File: config.mk
export PLATFORM = sky130hd
export DESIGN_NAME = adc_mux_scan
export DESIGN_NICKNAME = d
export VERILOG_FILES = /design/src/rtl/scan_pkg.sv /design/src/rtl/scan_fsm.sv /design/src/rtl/scan_counter.sv /design/src/rtl/sample_tagger.sv /design/src/rtl/adc_mux_scan.sv
export SDC_FILE = /design/constraint.sdc
export NUM_CORES = 1
export LEC_CHECK = 0
export CORE_ASPECT_RATIO = 1.5
export CORE_MARGIN = 8
export CORE_UTILIZATION = 45
export DETAILED_ROUTE_END_ITERATION = 10
export GPL_ROUTABILITY_DRIVEN = 1
export PLACE_DENSITY = 0.78
export SETUP_SLACK_MARGIN = 0.4
export SLEW_MARGIN = 20
export SYNTH_ARGS = -nofsm -noshare
export SYNTH_HDL_FRONTEND = slang
export SYNTH_SLANG_ARGS = --single-unit
File: constraint.sdc
create_clock -name clk -period 1.55 [get_ports clk]
set_clock_uncertainty 0.1 [all_clocks]
set_input_delay 0.31 -clock clk [delete_from_list [all_inputs] [get_ports clk]]
set_output_delay 0.31 -clock clk [all_outputs]
set_load 0.05 [all_outputs]
File: src/rtl/scan_pkg.sv
package scan_pkg;

    typedef enum logic [1:0] {
        SCAN_REQ  = 2'd0,
        SCAN_ACQ  = 2'd1,
        SCAN_CONV = 2'd2
    } scan_state_e;

    // Flat input number: channel major, select minor.
    function automatic int unsigned flat_index(int unsigned ch, int unsigned sel,
                                               int unsigned sel_w);
        return (ch << sel_w) | sel;
    endfunction

endpackage

File: src/rtl/scan_fsm.sv
module scan_fsm
    import scan_pkg::*;
(
    input  logic clk,
    input  logic rst,
    input  logic acq_done,
    input  logic conv_done,
    output logic start_conv,
    output logic advance,
    output logic capture
);
    scan_state_e state_q;

    assign start_conv = (state_q == SCAN_REQ);
    assign advance    = (state_q == SCAN_ACQ)  && acq_done;
    assign capture    = (state_q == SCAN_CONV) && conv_done;

    always_ff @(posedge clk) begin
        if (rst) begin
            state_q <= SCAN_REQ;
        end else begin
            unique case (state_q)
                SCAN_REQ:  state_q <= SCAN_ACQ;
                SCAN_ACQ:  if (acq_done)  state_q <= SCAN_CONV;
                SCAN_CONV: if (conv_done) state_q <= SCAN_REQ;
                default:   state_q <= SCAN_REQ;
            endcase
        end
    end
endmodule

File: src/rtl/scan_counter.sv
module scan_counter #(
    parameter int NUM_CH = 4,
    parameter int SEL_W  = 2,
    parameter int CH_W   = 2
) (
    input  logic             clk,
    input  logic             rst,
    input  logic             advance,
    output logic [SEL_W-1:0] sel,
    output logic [CH_W-1:0]  ch
);
    localparam logic [SEL_W-1:0] SEL_LAST = '1;
    localparam logic [CH_W-1:0]  CH_LAST  = CH_W'(NUM_CH - 1);

    logic sel_at_end;
    logic ch_at_end;

    assign sel_at_end = (sel == SEL_LAST);
    assign ch_at_end  = (ch == CH_LAST);

    always_ff @(posedge clk) begin
        if (rst) begin
            sel <= '0;
            ch  <= '0;
        end else if (advance) begin
            if (sel_at_end) begin
                sel <= '0;
                ch  <= ch_at_end ? '0 : ch + 1'b1;
            end else begin
                sel <= sel + 1'b1;
            end
        end
    end
endmodule

File: src/rtl/sample_tagger.sv
module sample_tagger
    import scan_pkg::*;
#(
    parameter int DATA_W = 12,
    parameter int SEL_W  = 2,
    parameter int CH_W   = 2,
    parameter int IDX_W  = 4
) (
    input  logic              clk,
    input  logic              rst,
    input  logic              advance,
    input  logic              capture,
    input  logic [SEL_W-1:0]  sel,
    input  logic [CH_W-1:0]   ch,
    input  logic [DATA_W-1:0] din,
    output logic              valid,
    output logic [IDX_W-1:0]  idx,
    output logic [DATA_W-1:0] data
);
    logic [IDX_W-1:0] tag_q;

    always_ff @(posedge clk) begin
        if (rst) begin
            tag_q <= '0;
            valid <= 1'b0;
            idx   <= '0;
            data  <= '0;
        end else begin
            if (advance) begin
                tag_q <= IDX_W'(flat_index(int'(ch), int'(sel), SEL_W));
            end
            valid <= capture;
            if (capture) begin
                idx  <= tag_q;
                data <= din;
            end
        end
    end
endmodule

File: src/rtl/adc_mux_scan.sv
module adc_mux_scan #(
    parameter int NUM_CH = 4,
    parameter int SEL_W  = 2,
    parameter int DATA_W = 12,
    localparam int CH_W  = (NUM_CH > 1) ? $clog2(NUM_CH) : 1,
    localparam int IDX_W = SEL_W + CH_W
) (
    input  logic              clk,
    input  logic              rst,
    input  logic              acq_done,
    input  logic              conv_done,
    input  logic [DATA_W-1:0] adc_data,
    output logic              start_conv,
    output logic [SEL_W-1:0]  mux_sel,
    output logic [CH_W-1:0]   adc_ch,
    output logic              smp_valid,
    output logic [IDX_W-1:0]  smp_idx,
    output logic [DATA_W-1:0] smp_data
);
    logic advance;
    logic capture;

    scan_fsm u_fsm (
        .clk        (clk),
        .rst        (rst),
        .acq_done   (acq_done),
        .conv_done  (conv_done),
        .start_conv (start_conv),
        .advance    (advance),
        .capture    (capture)
    );

    scan_counter #(.NUM_CH(NUM_CH), .SEL_W(SEL_W), .CH_W(CH_W)) u_cnt (
        .clk     (clk),
        .rst     (rst),
        .advance (advance),
        .sel     (mux_sel),
        .ch      (adc_ch)
    );

    sample_tagger #(.DATA_W(DATA_W), .SEL_W(SEL_W), .CH_W(CH_W), .IDX_W(IDX_W)) u_tag (
        .clk     (clk),
        .rst     (rst),
        .advance (advance),
        .capture (capture),
        .sel     (mux_sel),
        .ch      (adc_ch),
        .din     (adc_data),
        .valid   (smp_valid),
        .idx     (smp_idx),
        .data    (smp_data)
    );
endmodule

==> results.md <==
- CP top delay family: flip-flops
- Met2 usage: 0.2522
- I/O pins: 38
- WL per Instance: 16.92 µm
- Clock root buffer: clkbuf_8
- WP data required: 1.14 ns
- Fin crit share: 0.8522
- Min Clock Period, post-route: 1.321 ns
- Clock-pin slew on the worst setup and hold paths: 0.09 ns
- Vias in the first global route: 1033
- Max-slew violations: 0
- Critical-path top delay cell: dfxtp_4
- Max Cap Viol: 0
- Top-area cell type share of the netlist area: 0.4576
- CTS tree: done
- Fmax: 757.0 MHz
- Hold buffer count at CTS: 0
- Ys Warns: 0
- Mapped Nets: 128
- DP Wirelength: 2163 µm
- Crit Path Max Fanout: 4
- Synthesized instance count: 110
- HP Class: in2reg
- Clock latency on the worst-skew pair: 0.28 ns
- Post-Route WL: 3215 µm
- Most common cell after layout, fill and taps aside: nand2b_1
- Mapped Area: 1181 µm²
- Initial DRC Count: 9
- GRT met1 Usage: 0.1276
- Final Hold Viols: 0
- CORE AREA: 2590 µm²
- Crit Path Class: reg2out
- Pwr dens: 639.6 nW/µm²
- Type of origin of the critical path: register
- Largest cells by area after synthesis: dfxtp_1 46%, mux2i_1 20%, nand2b_1 20%
- Routed via count divided by cell count: 5.032
- Pre-CTS setup slack: -0.05291 ns
- Buf/Inv on CP: 1
- Initial Util: 0.4560
- Routed via count: 956
- Port bufs: 37
- Crit-path max cell delay: 0.37 ns
- RePlAce Congestion: 0.7976
- CP cell instances: nor2_4, buf_12
- Net count reported at finish: 184
- Syn avg cell area: 10.74 µm²
- Share of the yosys chip area belonging to registers: 0.4576
- Clk sinks: 27
- Final worst setup slack: 0.2291 ns
- Die width: 57.83 µm
- Synthesized flop and latch total: 27
- Final setup vio count: 0
- Grt ovf: 0
- Status: complete, no violations
- Final Hold Slack: 0.3795 ns
- Area Overhead vs Synth: 80.30%
- Worst EP arrival: 0.91 ns
- First-pass GRT wire length: 4836 µm
- Design Area, Final: 2130 µm²
- Inserted Diodes: 0
- Die H: 78.75 µm
- Num CTS Buffers: 3
- Total negative slack: 0 ns
- Largest net degree at the start of global routing: 15
- Die ar.: 4554 µm²
- Htree depth: 1
- Drt first pass iters: 4
- RSZ-0062 raised after global routing: yes
- Tot GR Track Use: 0.1380
- M3 GR Usage: 0.04039
- Leak Pwr: 0.8328 nW
- Gr busiest metal: met2
- DRC: 0
- Peak VDD IR: 0.0006360 V
- Leading cell types in the layout, fill and taps excluded: 38 x nand2b_1, 24 x buf_12, 21 x mux2i_1, 16 x buf_4, 15 x dfxtp_2
- Slew @ Worst Pin: 0.2751 ns
- Synth area leader: dfxtp_1
- Crit path capture type: output port
- Slew HR: 0.8166
- Antenna Nets Post-Route: 0
- Std-Cell Rows: 23
- Layout cell share with drive strength beyond 1: 0.4909
- Initial antenna violation count: 0
- Clock Path Buffers: 2
- DP Area: 1843 µm²
- Fill count: 138
- Unique masters post-synth: 17
==> per-stage QoR <==
step	instances	utilization	total power, mW
2_1_floorplan	110	-	0.8391
3_3_place_gp	171	0.7116	0.9455
3_5_place_dp	171	0.7116	0.9507
4_1_cts	183	0.7778	1.364
5_1_grt	190	0.8222	1.411
6_report	190	0.8222	1.362
==> what timing repair did <==
action | CTS | global route
gates cloned | 1 | 0
gates resized for setup | 27 | 13
setup endpoints to repair | 47 | 43
pin swaps | 4 | 3
hold endpoints to repair | 0 | 0
setup buffers | 7 | 7
==> path summary, 6_finish.rpt <==
check                        start          endpoint  slack, ns  cells after the start
setup / recovery  u_fsm.state_q[0]        start_conv       0.23                      2
hold / removal            acq_done  u_fsm.state_q[0]       0.38                      3
setup reg to reg  u_fsm.state_q[0]     u_tag.data[6]       0.27                      4
hold reg to reg   u_fsm.state_q[1]  u_fsm.state_q[0]       0.38                      1
==> cell families after synthesis <==
family	share of synthesized area
compound gates	0.01059
fa+ha+maj	0.02118
simple gates	0.2638
flops	0.4576
buf+inv	0.04342
mux	0.2034
==> cells in the mapped netlist <==
| cell | number |
|---|---|
| nand3b_1 | 2 |
| a211oi_1 | 1 |
| mux2i_1 | 24 |
| buf_12 | 1 |
| and4b_2 | 1 |
| and3b_1 | 1 |
| buf_2 | 1 |
| nand2b_1 | 38 |
| a21oi_1 | 1 |
| ha_1 | 2 |
| buf_6 | 1 |
| and3b_2 | 1 |
| or3_1 | 2 |
| or3b_2 | 1 |
| dfxtp_1 | 27 |
| clkbuf_1 | 4 |
| nor2_1 | 2 |
==> where the power goes <==
group / leakage [nW] / switching (mW) / internal, mW
Combinational: 0.578 / 0.101 / 0.141
Clock: 0.0228 / 0.218 / 0.185
Sequential: 0.232 / 0.0190 / 0.699
==> tightest hold or removal path, stage by stage <==
cell,delay (ns)
dlygate4sd2_1,0.24
buf_4,0.12
a211oi_1,0.06
==> final cells by class <==
cell class	instances	area, µm²	share of cell area
multi-input combinational	76	663.1	0.3114
timing repair buffer	58	800.8	0.3760
clock buffer	4	45.04	0.02115
tap	25	31.28	0.01469
sequential	27	589.3	0.2767
==> registers in the layout (all words and copies together), names as in the netlist <==
name,cells
u_cnt.ch,2
u_cnt.sel,2
u_fsm.state_q,2
u_tag.data,12
u_tag.idx,4
u_tag.tag_q,4
u_tag.valid,1
==> metal layers <==
layer / share of wire / wire (µm) / vias up
li1: - / - / 475
met1: 0.36 / 1154 / 451
met2: 0.57 / 1829 / 25
met3: 0.050 / 162 / 5
met4: 0.021 / 69 / 0
met5: 0 / 0 / -
Note: power is estimated with default switching activity, not from simulation.
